### src/rtl/trace_gate_pkg.sv
package trace_gate_pkg;
    parameter int N_SAC  = 8;
    parameter int N_ARC  = 4;
    parameter int N_WPT  = 4;
    parameter int N_EVT  = 16;
    parameter int DATA_W = 16;
    parameter int ADDR_W = 2;
    localparam int EVT_SEL_W = $clog2(N_EVT);

    localparam logic [ADDR_W-1:0] REG_CTRL = 2'd0;
    localparam logic [ADDR_W-1:0] REG_SAC  = 2'd1;
    localparam logic [ADDR_W-1:0] REG_WPT  = 2'd2;
    localparam logic [ADDR_W-1:0] REG_EVT  = 2'd3;

    typedef struct packed {
        logic                 ss_gate_en;
        logic                 excl_mode;
        logic [N_ARC-1:0]     arc_sel;
        logic [N_SAC-1:0]     sac_start;
        logic [N_SAC-1:0]     sac_stop;
        logic [N_WPT-1:0]     wpt_start;
        logic [N_WPT-1:0]     wpt_stop;
        logic [EVT_SEL_W-1:0] evt_sel;
    } cfg_t;
endpackage

### src/rtl/tg_cfg_regs.sv
module tg_cfg_regs
    import trace_gate_pkg::*;
(
    input  logic              clk,
    input  logic              rst_n,
    input  logic              wr_en,
    input  logic [ADDR_W-1:0] wr_addr,
    input  logic [DATA_W-1:0] wr_data,
    output cfg_t              cfg_o
);
    cfg_t cfg_d, cfg_q;

    always_comb begin
        cfg_d = cfg_q;
        if (wr_en) begin
            unique case (wr_addr)
                REG_CTRL: begin
                    cfg_d.ss_gate_en = wr_data[0];
                    cfg_d.excl_mode  = wr_data[1];
                    cfg_d.arc_sel    = wr_data[2 +: N_ARC];
                end
                REG_SAC: begin
                    cfg_d.sac_start = wr_data[0 +: N_SAC];
                    cfg_d.sac_stop  = wr_data[N_SAC +: N_SAC];
                end
                REG_WPT: begin
                    cfg_d.wpt_start = wr_data[0 +: N_WPT];
                    cfg_d.wpt_stop  = wr_data[N_WPT +: N_WPT];
                end
                default: cfg_d.evt_sel = wr_data[0 +: EVT_SEL_W];
            endcase
        end
    end

    always_ff @(posedge clk or negedge rst_n) begin
        if (!rst_n) cfg_q <= '0;
        else        cfg_q <= cfg_d;
    end

    assign cfg_o = cfg_q;
endmodule

### src/rtl/tg_ss_latch.sv
module tg_ss_latch
    import trace_gate_pkg::*;
(
    input  logic             clk,
    input  logic             rst_n,
    input  logic [N_SAC-1:0] sac_hit,
    input  logic [N_WPT-1:0] wpt_hit,
    input  logic [N_SAC-1:0] sac_start_msk,
    input  logic [N_SAC-1:0] sac_stop_msk,
    input  logic [N_WPT-1:0] wpt_start_msk,
    input  logic [N_WPT-1:0] wpt_stop_msk,
    output logic             state_d_o,
    output logic             state_q_o
);
    logic go, halt;
    logic state_d, state_q;

    always_comb begin
        go   = |(sac_hit & sac_start_msk) | |(wpt_hit & wpt_start_msk);
        halt = |(sac_hit & sac_stop_msk)  | |(wpt_hit & wpt_stop_msk);
        state_d = state_q;
        if (halt)    state_d = 1'b0;
        else if (go) state_d = 1'b1;
    end

    always_ff @(posedge clk or negedge rst_n) begin
        if (!rst_n) state_q <= 1'b0;
        else        state_q <= state_d;
    end

    assign state_d_o = state_d;
    assign state_q_o = state_q;
endmodule

### src/rtl/tg_range_gate.sv
module tg_range_gate
    import trace_gate_pkg::*;
(
    input  logic [N_ARC-1:0] arc_hit,
    input  logic [N_ARC-1:0] arc_sel,
    input  logic             excl_mode,
    output logic             ok_o
);
    logic any_sel, any_hit;

    always_comb begin
        any_sel = |arc_sel;
        any_hit = |(arc_hit & arc_sel);
        if (excl_mode)     ok_o = ~any_hit;
        else if (!any_sel) ok_o = 1'b1;
        else               ok_o = any_hit;
    end
endmodule

### src/rtl/trace_gate.sv
module trace_gate
    import trace_gate_pkg::*;
(
    input  logic              clk,
    input  logic              rst_n,
    input  logic              cfg_we,
    input  logic [ADDR_W-1:0] cfg_addr,
    input  logic [DATA_W-1:0] cfg_wdata,
    input  logic [N_SAC-1:0]  sac_hit,
    input  logic [N_ARC-1:0]  arc_hit,
    input  logic [N_WPT-1:0]  wpt_hit,
    input  logic [N_EVT-1:0]  evt_res,
    output logic              trace_en,
    output logic              ss_state
);
    typedef struct packed {
        logic te;
    } out_t;

    cfg_t cfg_q;
    logic ss_next, ss_q, range_ok;
    out_t out_d, out_q;

    tg_cfg_regs u_regs (
        .clk     (clk),
        .rst_n   (rst_n),
        .wr_en   (cfg_we),
        .wr_addr (cfg_addr),
        .wr_data (cfg_wdata),
        .cfg_o   (cfg_q)
    );

    tg_ss_latch u_ss (
        .clk           (clk),
        .rst_n         (rst_n),
        .sac_hit       (sac_hit),
        .wpt_hit       (wpt_hit),
        .sac_start_msk (cfg_q.sac_start),
        .sac_stop_msk  (cfg_q.sac_stop),
        .wpt_start_msk (cfg_q.wpt_start),
        .wpt_stop_msk  (cfg_q.wpt_stop),
        .state_d_o     (ss_next),
        .state_q_o     (ss_q)
    );

    tg_range_gate u_rg (
        .arc_hit   (arc_hit),
        .arc_sel   (cfg_q.arc_sel),
        .excl_mode (cfg_q.excl_mode),
        .ok_o      (range_ok)
    );

    always_comb begin
        out_d.te = evt_res[cfg_q.evt_sel]
                 & (ss_next | ~cfg_q.ss_gate_en)
                 & range_ok;
    end

    always_ff @(posedge clk or negedge rst_n) begin
        if (!rst_n) out_q <= '0;
        else        out_q <= out_d;
    end

    assign trace_en = out_q.te;
    assign ss_state = ss_q;
endmodule

### config.mk
export PLATFORM = sky130hd
export DESIGN_NAME = trace_gate
export DESIGN_NICKNAME = d
export VERILOG_FILES = /design/src/rtl/trace_gate_pkg.sv /design/src/rtl/tg_cfg_regs.sv /design/src/rtl/tg_ss_latch.sv /design/src/rtl/tg_range_gate.sv /design/src/rtl/trace_gate.sv
export SDC_FILE = /design/constraint.sdc
export NUM_CORES = 1
export LEC_CHECK = 0
export ABC_CLOCK_PERIOD_IN_PS = 3900
export BUFFER_PORTS_ARGS = -buffer_cell sky130_fd_sc_hd__buf_2
export CAP_MARGIN = 40
export CORE_MARGIN = 4
export CORE_UTILIZATION = 56
export CTS_BUF_LIST = sky130_fd_sc_hd__clkbuf_8
export DETAILED_ROUTE_END_ITERATION = 6
export PLACE_DENSITY = 0.88
export RECOVER_POWER = 100
export REMOVE_ABC_BUFFERS = 1
export SETUP_SLACK_MARGIN = 0.1
export SLEW_MARGIN = 20
export SYNTH_ARGS = -nofsm -noshare
export SYNTH_HDL_FRONTEND = slang
export SYNTH_SLANG_ARGS = --single-unit
### constraint.sdc
create_clock -name clk -period 3.9 [get_ports clk]
set_clock_uncertainty 0.2 [all_clocks]
set_input_delay 0 -clock clk [delete_from_list [all_inputs] [get_ports clk]]
set_output_delay 0 -clock clk [all_outputs]
set_load 0.01 [all_outputs]
After elaboration in Yosys (flattened, before gate mapping)
Cells that the tools add are included.
{ "op_classes": {"n_lt_le_gt_ge": 1, "bitwise_logic": 13, "muxes": 6, "n_reduce_logical": 12, "eq_ne": 2} }
{ "op_table": {"columns": ["operator", "n"], "rows": [
  ["AND 8 bit", 2],
  ["OR reduction 4 bit", 4],
  ["OR reduction 8 bit", 2],
  ["AND 4 bit", 3],
  ["AND reduction 2 bit", 4],
  ["less-than comparator 4 x 5 -> 1 bit, second input constant", 1],
  ["2-to-1 mux 1 bit", 5],
  ["binary-select mux 1 bit (select 4 bit)", 1],
  ["inverter 1 bit", 3],
  ["bitwise OR 1 bit", 3],
  ["OR reduction 3 bit", 1],
  ["AND 1 bit", 2],
  ["equality test 2 x 1 -> 1 bit, second input constant", 1],
  ["equality test 2 bit, second input constant", 1],
  ["zero test 2 bit", 1]
]} }
{ "totals": {"out_inout_bits": 2, "ff_bits": 36, "in_bits": 53, "word_cells": 44} }

Longest topological paths before layout
Gate-level depths: netlist of run 1.
{ "depth": {"ltp_word": 8, "depth_mapped": 4, "ltp_nobuf": 4} }

Modules after synthesis
Synthesis of run 1 repeated with hierarchy kept, for this count alone.
{ "unflattened": {"cells_unflattened": 114, "area_unflattened_um2": 1715.4} }
{ "by_module_without_submodules": {"columns": ["module", "seq_area_each_um2", "cells_per_inst", "area_each_um2", "instances"], "rows": [
  ["tg_cfg_regs", 850.8, 73, 1337.5, 1],
  ["trace_gate", 25.0, 18, 183.9, 1],
  ["tg_ss_latch", 25.0, 18, 150.1, 1],
  ["tg_range_gate", 0.0, 5, 43.8, 1]
]} }

Worst setup path after synthesis of run 1
OpenSTA, ideal clock, no wires.
{ "synth_timing": {"kind": "reg-to-reg", "start": "register, netlist name u_regs.cfg_o[0]", "end": "register out_q, in the netlist trace_en", "t_required_ps": 3571, "setup_time_ps": 129, "slack_ps": 2302, "t_arrival_ps": 1269, "path_stages_with_launch": 5, "period_less_slack_ps": 1598, "cell_sequence": "dfrtp_1 > mux4_1 > mux2i_1 > mux2_2 > a211oi_2"} }
{ "synth_between": {"elab_chain_len": 4} }
{ "synth_rtl": {"columns": ["element", "line", "source"], "rows": [
  ["binary-select mux 1 bit (select 4 bit)", "trace_gate.sv:54", "out_d.te = evt_res[cfg_q.evt_sel]"],
  ["2-to-1 mux 1 bit (not written as such)", "trace_gate.sv:54", null],
  ["AND 1 bit", "trace_gate.sv:55", "& (ss_next | ~cfg_q.ss_gate_en)"],
  ["AND 1 bit", "trace_gate.sv:56", "& range_ok;"],
  ["net out_d", "trace_gate.sv:22", "out_t out_d, out_q;"],
  ["end signal: assignment", "trace_gate.sv:61", "else out_q <= out_d;"],
  ["end: declaration", "trace_gate.sv:22", null]
]} }
The timed path passes the listed nets, and every way through them passes these cells. The select of a mux whose other input is x is not followed.
A chain may end at the register's enable or synchronous reset.

Worst setup path after layout of run 1
{ "layout_timing": {"start": "register, netlist name u_regs.cfg_o[9]", "end": "register u_ss.state_q, in the netlist u_ss.state_q_o"} }
{ "layout_between": {"elab_chain_len": 5} }
{ "layout_rtl": {"columns": ["element", "line", "source"], "rows": [
  ["AND 4 bit", "tg_ss_latch.sv:19", "go = |(sac_hit & sac_start_msk) | |(wpt_hit & wpt_start_msk);"],
  ["OR reduction 4 bit", "tg_ss_latch.sv:19", null],
  ["bitwise OR 1 bit", "tg_ss_latch.sv:19", null],
  ["2-to-1 mux 1 bit", "tg_ss_latch.sv:23", "else if (go) state_d = 1'b1;"],
  ["2-to-1 mux 1 bit", "tg_ss_latch.sv:22", "if (halt) state_d = 1'b0;"],
  ["net ss_next", "trace_gate.sv:21", "logic ss_next, ss_q, range_ok;"],
  ["end signal: assignment", "tg_ss_latch.sv:28", "else state_q <= state_d;"],
  ["end: declaration", "tg_ss_latch.sv:16", "logic state_d, state_q;"]
]} }
The timed path passes the listed nets, and every way through them passes these cells.

==> metrics.txt, run 1 <==
# TYPE chip_impl_metric gauge
chip_impl_info{name="outcome",value="finished with violations"} 1
chip_impl_info{name="violations",value="max-capacitance violations, max-slew violations"} 1
chip_impl_info{name="endpoint_kind",value="flop"} 1
chip_impl_metric{name="fmax",unit="MHz"} 351.0
chip_impl_metric{name="initial_utilization",unit=""} 0.5906
chip_impl_metric{name="drt_iter0_markers",unit=""} 73
chip_impl_metric{name="finalCriticalPeriod",unit="ns"} 2.849
chip_impl_metric{name="timing_hold_violations_final",unit=""} 0
chip_impl_metric{name="final_net_count",unit=""} 248
chip_impl_metric{name="worst_ir_drop_vdd",unit="uV"} 545.5
chip_impl_metric{name="yosysSeqAreaShare",unit=""} 0.5484
chip_impl_metric{name="synth.mux.area_fraction",unit=""} 0.3161
chip_impl_info{name="worstHoldPathType",value="input pin to flop"} 1
chip_impl_metric{name="avgSynthCellArea",unit="um^2"} 15.35
chip_impl_metric{name="globalRoute.totalOverflow",unit=""} 0
chip_impl_metric{name="grt_start_max_net_pins",unit=""} 37
chip_impl_metric{name="coreArea",unit="mm^2"} 0.002781
chip_impl_metric{name="dr_total_vias",unit=""} 1357
chip_impl_metric{name="powerDensity",unit="mW/mm^2"} 452.0
chip_impl_metric{name="grt_use_total",unit=""} 0.2727
chip_impl_metric{name="antennaDiodeCount",unit=""} 0
chip_impl_metric{name="number_of_antenna_violations_at_the_first_check_in_global_routing",unit=""} 0
chip_impl_metric{name="grt_first_pass_wirelength",unit="um"} 8073
chip_impl_metric{name="cts_max_level",unit=""} 2
chip_impl_metric{name="clk_pin_slew_worst_paths",unit="ns"} 0.07
chip_impl_metric{name="gp_routability_congestion",unit=""} 0.7605
chip_impl_metric{name="routed_wire_length_per_instance",unit="um"} 20.86
chip_impl_metric{name="tightestPinTransition",unit="ns"} 1.834
chip_impl_metric{name="post_layout_nonfiller_instances",unit=""} 227
chip_impl_metric{name="area_delta_synth_final",unit="%"} 40.82
chip_impl_metric{name="final.setup.tns",unit="ns"} 0
chip_impl_metric{name="routed_wl",unit="um"} 4736
chip_impl_metric{name="timing.hold.ws",unit="ns"} 0.02758
chip_impl_metric{name="die_width",unit="um"} 62.16
chip_impl_info{name="timing.hold.worst.start",value="cfg_we"} 1
chip_impl_info{name="cts_tree",value="done"} 1
chip_impl_metric{name="floorplan.die_area",unit="mm^2"} 0.003864
chip_impl_metric{name="io_buffer_count",unit=""} 54
chip_impl_metric{name="critPathMaxFanout",unit=""} 2
chip_impl_metric{name="yosysWarningCount",unit=""} 0
chip_impl_metric{name="hold_path_depth",unit=""} 3
chip_impl_metric{name="cts_max_path_buffers",unit=""} 2
chip_impl_info{name="dominant_combinational_cell_family_by_area_after_synthesis",value="multiplexers"} 1
chip_impl_metric{name="cp_required",unit="ns"} 3.88
chip_impl_metric{name="drt_drc_violations_left",unit=""} 0
chip_impl_metric{name="cts-buffers-inserted",unit=""} 5
chip_impl_metric{name="mapped_cells",unit=""} 107
chip_impl_metric{name="synth.ff_latch_count",unit=""} 36
chip_impl_metric{name="io_pins",unit=""} 55
chip_impl_metric{name="synth_xor_xnor_area_share",unit=""} 0
chip_impl_metric{name="cellLeakagePower",unit="nW"} 1.063
chip_impl_info{name="worstSetupPathType",value="flop to flop"} 1
chip_impl_metric{name="yosysUniqueCellTypes",unit=""} 19
chip_impl_info{name="regToRegStartpoint",value="u_regs.cfg_o[9]"} 1
chip_impl_metric{name="rel_slew_slack",unit=""} -0.2226
chip_impl_metric{name="row_count",unit=""} 19
chip_impl_metric{name="post_synth_fa_ha_maj_area_fraction",unit=""} 0
chip_impl_metric{name="synth_compound_gate_area_share",unit=""} 0.08759
chip_impl_metric{name="drive_gt1_frac",unit=""} 0.4592
chip_impl_metric{name="clk_latency",unit="ns"} 0.30
chip_impl_metric{name="setup_ws",unit="ns"} 1.051
chip_impl_metric{name="placed_cells_incl_taps",unit=""} 191
chip_impl_info{name="ctsRootBufferMaster",value="sky130_fd_sc_hd__clkbuf_8"} 1
chip_impl_metric{name="synth_simple_gate_area_share",unit=""} 0.04494
chip_impl_metric{name="clkSinkCount",unit=""} 36
chip_impl_metric{name="detailed_place_hpwl",unit="um"} 2928
chip_impl_metric{name="worst_setup_slack_after_placement",unit="ns"} 2.194
chip_impl_info{name="rsz_0062_raised_after_global_routing",value="false"} 1
chip_impl_metric{name="maxCapViolations",unit=""} 1
chip_impl_metric{name="vias_in_the_first_global_route",unit=""} 1639
chip_impl_metric{name="nFillCells",unit=""} 152
chip_impl_metric{name="r2r_cells",unit=""} 7
chip_impl_metric{name="tcrit_tclk_final",unit=""} 0.7305
chip_impl_metric{name="arrival",unit="ns"} 2.83
chip_impl_info{name="capturing_point_of_the_worst_reg2reg_path",value="u_ss.state_q_o"} 1
chip_impl_metric{name="count_of_endpoints_failing_setup_in_the_final_report",unit=""} 0
chip_impl_metric{name="p_total",unit="mW"} 1.046
chip_impl_metric{name="drt.antenna.violating_nets",unit=""} 0
chip_impl_metric{name="die_span_y",unit="um"} 62.16
chip_impl_metric{name="post_synthesis_cell_area",unit="mm^2"} 0.001643
chip_impl_metric{name="timing.reg2reg.setup_slack",unit="ns"} 1.05
chip_impl_metric{name="drtPass1Iterations",unit=""} 4
chip_impl_info{name="element_type_at_the_critical_path_start",value="flop"} 1
chip_impl_info{name="timing.hold.worst_endpoint",value="u_regs.cfg_o[2]"} 1
chip_impl_metric{name="finalMaxSlewViolations",unit=""} 36
chip_impl_metric{name="drt-vias-per-instance",unit=""} 5.978
-- cell usage in the layout, fill, tap and decap left out --
master                           n
sky130_fd_sc_hd__buf_2          50
sky130_fd_sc_hd__dfrtp_1        36
sky130_fd_sc_hd__mux2_2         32
sky130_fd_sc_hd__dlygate4sd3_1  27
sky130_fd_sc_hd__a22oi_1         6
sky130_fd_sc_hd__nand3_1         5
sky130_fd_sc_hd__clkbuf_8        5
sky130_fd_sc_hd__clkbuf_1        5
sky130_fd_sc_hd__mux4_1          4
sky130_fd_sc_hd__a22o_1          3
sky130_fd_sc_hd__a221oi_1        3
sky130_fd_sc_hd__mux2_1          3
sky130_fd_sc_hd__nor2_1          2
sky130_fd_sc_hd__mux2i_1         2
sky130_fd_sc_hd__nand3b_1        2
sky130_fd_sc_hd__a222oi_1        1
sky130_fd_sc_hd__a21oi_1         1
sky130_fd_sc_hd__or4_1           1
sky130_fd_sc_hd__nand4_1         1
sky130_fd_sc_hd__a21bo_2         1
sky130_fd_sc_hd__o221ai_1        1
sky130_fd_sc_hd__a211oi_1        1
sky130_fd_sc_hd__nor3b_1         1
sky130_fd_sc_hd__clkinv_2        1
sky130_fd_sc_hd__bufinv_16       1
sky130_fd_sc_hd__inv_1           1
-- cell families after synthesis --
| group | count (synthesis) |
|---|---|
| DFF | 36 |
| AOI/OAI and AO/OA | 17 |
| and+or+nand+nor | 12 |
| buffers and inverters | 1 |
| muxes | 41 |
-- power by group --
part,internal [mW],switching [mW],leakage [nW]
logic,0.141,0.0840,0.575
clock network,0.187,0.137,0.0593
registers,0.444,0.0523,0.429
total,0.772,0.274,1.06
-- critical path: stages, from the launching register on --
cell and delay (ns):
sky130_fd_sc_hd__dfrtp_1 0.40, sky130_fd_sc_hd__a22oi_1 0.22, sky130_fd_sc_hd__dlygate4sd3_1 0.59, sky130_fd_sc_hd__nand3_1 0.07
sky130_fd_sc_hd__dlygate4sd3_1 0.57, sky130_fd_sc_hd__nor2_1 0.08, sky130_fd_sc_hd__dlygate4sd3_1 0.56, sky130_fd_sc_hd__nor2_1 0.06
-- worst max path at each step --
stage	start	to	cells after the start
floorplan	u_regs.cfg_o[0]	trace_en	4
global placement	u_regs.cfg_o[0]	trace_en	4
detailed placement	u_regs.cfg_o[0]	trace_en	4
CTS	u_regs.cfg_o[9]	u_ss.state_q_o	7
global route	rst_n	u_regs.cfg_o[12]	4
finish	u_regs.cfg_o[9]	u_ss.state_q_o	7
-- state kept, by name, indices dropped and copies added (netlist names) --
signal,cells
u_regs.cfg_o,34
u_ss.state_q_o,1
trace_en,1
-- layout make-up --
class	instances	area (um^2)	share of cell area
multi-input cells	70	726.9	0.3142
clock inverters	3	38.79	0.01677
well taps	31	38.79	0.01677
repair buffers	82	539.3	0.2331
flip-flops and latches	36	900.9	0.3894
clock buffers	5	68.82	0.02975
-- metal layers --
layer / up-vias / routed length (um) / global-route usage / part of all wire
li1: 603 / - / - / -
met4: 0 / 205 / 0.1409 / 0.043
met3: 20 / 354 / 0.1117 / 0.075
met5: - / 0 / 0 / 0
met1: 666 / 1681 / 0.2835 / 0.35
met2: 68 / 2493 / 0.4650 / 0.53
-- cells in the mapped netlist --
cell,n,area (um^2)
sky130_fd_sc_hd__a211oi_2,1,12.51
sky130_fd_sc_hd__a21bo_2,1,10.01
sky130_fd_sc_hd__a21oi_1,1,5.000
sky130_fd_sc_hd__a221oi_1,3,26.28
sky130_fd_sc_hd__a222oi_1,1,10.01
sky130_fd_sc_hd__a22o_1,3,26.28
sky130_fd_sc_hd__a22oi_1,6,45.04
sky130_fd_sc_hd__buf_2,1,5.000
sky130_fd_sc_hd__dfrtp_1,36,900.9
sky130_fd_sc_hd__mux2_2,35,394.1
sky130_fd_sc_hd__mux2i_1,2,20.02
sky130_fd_sc_hd__mux4_1,4,105.1
sky130_fd_sc_hd__nand3_1,5,25.02
sky130_fd_sc_hd__nand3b_1,2,15.01
sky130_fd_sc_hd__nand4_1,1,6.260
sky130_fd_sc_hd__nor2_1,2,7.510
sky130_fd_sc_hd__nor3b_2,1,12.51
sky130_fd_sc_hd__o221ai_1,1,8.760
sky130_fd_sc_hd__or4_1,1,7.510
-- through the flow --
stage	utilization	area [um^2]
after floorplan	-	1638
after detailed placement	0.7000	1947
final	0.8318	2313
after CTS	0.8322	2315
after global placement	0.7000	1947
after global routing	0.8318	2313
-- what timing repair did --
item                                    in CTS  in global routing
endpoints found under the setup margin       0                  0
hold buffers                                26                  1
resized for setup                            0                  0
hold endpoints to repair                    72                  1
buffers inserted                             0                  0
Power figures use the tool's default switching activity.
==> run 2, diff against run 1 <==
--- a/config.mk
+++ b/config.mk
@@ -5,14 +5,15 @@
 export SDC_FILE = /design/constraint.sdc
 export NUM_CORES = 1
 export LEC_CHECK = 0
-export ABC_CLOCK_PERIOD_IN_PS = 3900
+export ABC_AREA = 1
+export ABC_CLOCK_PERIOD_IN_PS = 2990
 export BUFFER_PORTS_ARGS = -buffer_cell sky130_fd_sc_hd__buf_2
 export CAP_MARGIN = 40
 export CORE_MARGIN = 4
-export CORE_UTILIZATION = 56
+export CORE_UTILIZATION = 53
 export CTS_BUF_LIST = sky130_fd_sc_hd__clkbuf_8
 export DETAILED_ROUTE_END_ITERATION = 6
-export PLACE_DENSITY = 0.88
+export PLACE_DENSITY = 0.83
 export RECOVER_POWER = 100
 export REMOVE_ABC_BUFFERS = 1
 export SETUP_SLACK_MARGIN = 0.1
==> constraint.sdc (replaced) <==
create_clock -name clk -period 2.99 [get_ports clk]
set_clock_uncertainty 0.2 [all_clocks]
set_input_delay 0 -clock clk [delete_from_list [all_inputs] [get_ports clk]]
set_output_delay 0 -clock clk [all_outputs]
set_load 0.01 [all_outputs]
==> run 2 against run 1 <==
The run still ends with max-capacitance violations, max-slew violations left. Synthesized area grew 8.4%. Sequential share of layout area down 1.9 points. Critical path depth up 1. Flip-flop and latch count unchanged. Hold slack gained 0.0084 ns. Critical path type unchanged.
==> metrics.txt, run 2 <==
# TYPE chip_impl_metric gauge
chip_impl_metric{name="count_of_buffer_and_inverter_cells_on_the_critical_path",unit=""} 4
chip_impl_metric{name="die_span_y",unit="um"} 65.96
chip_impl_metric{name="post-synth-top-area-fraction",unit=""} 0.5060
chip_impl_info{name="synth-main-ff-cell",value="sky130_fd_sc_hd__dfrtp_1"} 1
chip_impl_metric{name="finalMaxSlewViolations",unit=""} 36
chip_impl_metric{name="yosysSeqAreaShare",unit=""} 0.5060
chip_impl_metric{name="net_switching_power_figure",unit="uW"} 352.8
chip_impl_metric{name="count_of_endpoints_failing_setup_in_the_final_report",unit=""} 0
chip_impl_metric{name="drtPass1Iterations",unit=""} 5
chip_impl_metric{name="p_total",unit="mW"} 1.273
chip_impl_metric{name="yosysUniqueCellTypes",unit=""} 15
chip_impl_info{name="synth_top_cells_by_count",value="sky130_fd_sc_hd__nand2_1, sky130_fd_sc_hd__dfrtp_1, sky130_fd_sc_hd__inv_1"} 1
chip_impl_info{name="element_type_at_the_critical_path_start",value="flop"} 1
chip_impl_metric{name="arrival",unit="ns"} 2.75
chip_impl_metric{name="coreArea",unit="mm^2"} 0.003128
chip_impl_metric{name="drt-vias-per-instance",unit=""} 4.737
chip_impl_metric{name="crit_path_max_incr_delay",unit="ns"} 0.58
chip_impl_metric{name="antennaDiodeCount",unit=""} 0
chip_impl_metric{name="tcrit_tclk_final",unit=""} 0.9095
chip_impl_metric{name="cts_max_path_buffers",unit=""} 2
chip_impl_metric{name="fin_util",unit=""} 0.7780
chip_impl_info{name="crit_path_frequent_cell",value="sky130_fd_sc_hd__dlygate4sd3_1"} 1
chip_impl_metric{name="mapped_cells",unit=""} 228
chip_impl_metric{name="cell_internal_pwr",unit="uW"} 920.4
chip_impl_metric{name="cts-buffers-inserted",unit=""} 5
chip_impl_metric{name="critPathMaxFanout",unit=""} 2
chip_impl_info{name="rsz_0062_raised_after_global_routing",value="false"} 1
chip_impl_metric{name="synth_enable_flop_cells",unit=""} 0
chip_impl_metric{name="row_count",unit=""} 20
chip_impl_info{name="endpoint_kind",value="flop"} 1
chip_impl_metric{name="met1Wirelength",unit="um"} 1783
chip_impl_info{name="topRoutingLayerUsed",value="met4"} 1
chip_impl_metric{name="maxCapViolations",unit=""} 1
chip_impl_info{name="ctsRootBufferMaster",value="sky130_fd_sc_hd__clkbuf_8"} 1
chip_impl_metric{name="async_flop_share",unit=""} 1.000
chip_impl_metric{name="grt_start_max_net_pins",unit=""} 37
chip_impl_metric{name="area_delta_synth_final",unit="%"} 36.68
chip_impl_info{name="worstHoldPathType",value="input pin to flop"} 1
chip_impl_metric{name="cp_required",unit="ns"} 3.02
chip_impl_metric{name="clk_latency",unit="ns"} 0.28
chip_impl_metric{name="drive_gt1_frac",unit=""} 0.2077
chip_impl_metric{name="timing_hold_violations_final",unit=""} 0
chip_impl_metric{name="fmax",unit="MHz"} 367.7
chip_impl_metric{name="yosysWarningCount",unit=""} 0
chip_impl_metric{name="finalCriticalPeriod",unit="ns"} 2.720
chip_impl_metric{name="final_net_count",unit=""} 366
chip_impl_metric{name="synth.ff_latch_count",unit=""} 36
chip_impl_info{name="worstSetupPathType",value="flop to flop"} 1
chip_impl_metric{name="cts_setup_buffers",unit=""} 0
chip_impl_metric{name="cellLeakagePower",unit="nW"} 1.344
chip_impl_metric{name="die_width",unit="um"} 65.96
chip_impl_metric{name="largest_register_ff_count",unit=""} 34
chip_impl_metric{name="number_of_antenna_violations_at_the_first_check_in_global_routing",unit=""} 0
chip_impl_info{name="cts_tree",value="done"} 1
chip_impl_metric{name="worst_ir_drop_vdd",unit="uV"} 377.2
chip_impl_metric{name="routed_wire_length_per_instance",unit="um"} 11.71
chip_impl_metric{name="powerDensity",unit="mW/mm^2"} 523.2
chip_impl_metric{name="post_cts.resized_instances",unit=""} 0
chip_impl_metric{name="globalRoute.totalOverflow",unit=""} 0
chip_impl_info{name="outcome",value="finished with violations"} 1
chip_impl_metric{name="drt_drc_violations_left",unit=""} 0
chip_impl_metric{name="final.setup.tns",unit="ns"} 0
chip_impl_metric{name="tightestPinTransition",unit="ns"} 1.510
chip_impl_metric{name="timing.hold.ws",unit="ns"} 0.03594
chip_impl_metric{name="clk_pin_slew_worst_paths",unit="ns"} 0.07
chip_impl_metric{name="io_buffer_count",unit=""} 54
chip_impl_metric{name="grt_first_pass_wirelength",unit="um"} 7148
chip_impl_metric{name="io_pins",unit=""} 55
chip_impl_metric{name="grt_use_total",unit=""} 0.2164
chip_impl_info{name="violations",value="max-capacitance violations, max-slew violations"} 1
chip_impl_info{name="synth.most_common_cell",value="sky130_fd_sc_hd__nand2_1"} 1
chip_impl_metric{name="power.share.clock",unit=""} 0.284
chip_impl_metric{name="rel_slew_slack",unit=""} -0.006356
chip_impl_metric{name="sw_frac_of_total",unit=""} 0.2771
chip_impl_metric{name="detailroute.wirelength.met3",unit="um"} 227
chip_impl_info{name="final_common_cell",value="sky130_fd_sc_hd__nand2_1"} 1
chip_impl_metric{name="floorplan.die_area",unit="mm^2"} 0.004351
chip_impl_info{name="synth.area.top_cells",value="sky130_fd_sc_hd__dfrtp_1, sky130_fd_sc_hd__nand2_1, sky130_fd_sc_hd__o21ai_0, sky130_fd_sc_hd__inv_1, sky130_fd_sc_hd__mux2_2"} 1
chip_impl_metric{name="vias_in_the_first_global_route",unit=""} 1702
chip_impl_metric{name="wl_met2",unit="um"} 2116
chip_impl_metric{name="dr_total_vias",unit=""} 1691
chip_impl_metric{name="initial_utilization",unit=""} 0.5692
chip_impl_metric{name="power_frac_seq",unit=""} 0.489
chip_impl_metric{name="cts_hold_buf",unit=""} 27
chip_impl_metric{name="routed_wl",unit="um"} 4179
chip_impl_metric{name="post_synthesis_cell_area",unit="mm^2"} 0.001780
chip_impl_metric{name="drt.antenna.violating_nets",unit=""} 0
chip_impl_metric{name="drt_iter0_markers",unit=""} 96
chip_impl_metric{name="avgSynthCellArea",unit="um^2"} 7.809
chip_impl_metric{name="gp_routability_congestion",unit=""} 0.8000
chip_impl_info{name="synth_largest_area_cell",value="sky130_fd_sc_hd__dfrtp_1"} 1
chip_impl_info{name="critical_path.top_delay_family",value="buffers and inverters"} 1
chip_impl_metric{name="detailed_place_hpwl",unit="um"} 2825
chip_impl_metric{name="comb_power_share",unit=""} 0.226
chip_impl_metric{name="clkSinkCount",unit=""} 36
chip_impl_info{name="worstPathCellList",value="nand2_1 > nand4_1 > dlygate4sd3_1 > nor2_1 > dlygate4sd3_1 > nand2_1 > dlygate4sd3_1 > inv_1"} 1
chip_impl_metric{name="cts_max_level",unit=""} 2
chip_impl_info{name="timing.critical_path.slowest_stage_cell",value="sky130_fd_sc_hd__dlygate4sd3_1"} 1
chip_impl_info{name="most-common-layout-cells",value="sky130_fd_sc_hd__nand2_1, sky130_fd_sc_hd__buf_2, sky130_fd_sc_hd__dfrtp_1"} 1
run 2: cell count changes after synthesis, moves of 6 or more:
cell	previous run	this run
sky130_fd_sc_hd__a22oi_1	6	0
sky130_fd_sc_hd__inv_1	0	30
sky130_fd_sc_hd__mux2_2	35	8
sky130_fd_sc_hd__nand2_1	0	91
sky130_fd_sc_hd__nand3_1	5	15
sky130_fd_sc_hd__nor2_1	2	10
sky130_fd_sc_hd__o21ai_0	0	26
run 2: final timing paths:
kind	startpoint	endpoint	slack, ns	depth (start not counted)
max in group asynchronous	rst_n	u_regs.cfg_o[5]	0.49	4
setup reg to reg	u_regs.cfg_o[6]	u_ss.state_q_o	0.27	8
hold reg to reg	u_regs.cfg_o[7]	u_regs.cfg_o[7]	0.29	2
min in group asynchronous	rst_n	u_regs.cfg_o[14]	0.39	3
hold / removal	arc_hit[0]	trace_en	0.04	7
setup / recovery	u_regs.cfg_o[6]	u_ss.state_q_o	0.27	8
run 2: final cells by class:
cell class / instances / area, um^2
Sequential cell: 36 / 900.9
Multi-Input combinational cell: 156 / 708.2
Fill cell: 226 / 694.4
Timing Repair Buffer: 83 / 556.8
Inverter: 31 / 116.4
Clock buffer: 7 / 96.34
Tap cell: 44 / 55.05
run 2: stage by stage:
step / cell area, um^2 / setup slack (ns) / cells
after floorplan: 1738 / 1.726 / 223
after global placement: 2063 / 1.646 / 321
after detailed placement: 2063 / 1.582 / 321
after CTS: 2430 / 0.3262 / 355
after global routing: 2434 / 0.1437 / 357
final: 2434 / 0.2705 / 357
run 2: power groups by stage:
stage | logic (mW) | clock network (mW) | registers, mW
2_1_floorplan | 0.163 | 0 | 0.619
6_report | 0.288 | 0.362 | 0.623
3_5_place_dp | 0.250 | 0 | 0.630
5_1_grt | 0.336 | 0.392 | 0.635
4_1_cts | 0.288 | 0.367 | 0.622
3_3_place_gp | 0.241 | 0 | 0.628
run 2: logic make-up (layout without fill, tap and decap cells):
logic type      count (synthesis)  in the layout  share of synthesized area
compound gates                 29             29                    0.08151
mux                             8              8                    0.05060
flops                          36             36                     0.5060
buf+inv                        36            121                    0.08924
simple gates                  119            119                     0.2727
run 2: tightest hold or removal path: stages:
cell and delay [ns]:
sky130_fd_sc_hd__buf_2 0.07, sky130_fd_sc_hd__nand2_1 0.05, sky130_fd_sc_hd__nand2_1 0.06, sky130_fd_sc_hd__nor2_1 0.05, sky130_fd_sc_hd__a21oi_1 0.12, sky130_fd_sc_hd__nand2_1 0.06
sky130_fd_sc_hd__nor2_1 0.07
run 2: per-layer routing:
| layer | GRT usage | vias to the layer above |
|---|---|---|
| met3 | 0.04082 | 5 |
| met1 | 0.2676 | 765 |
| met5 | 0 | - |
| li1 | - | 878 |
| met2 | 0.3730 | 43 |
| met4 | 0.08376 | 0 |
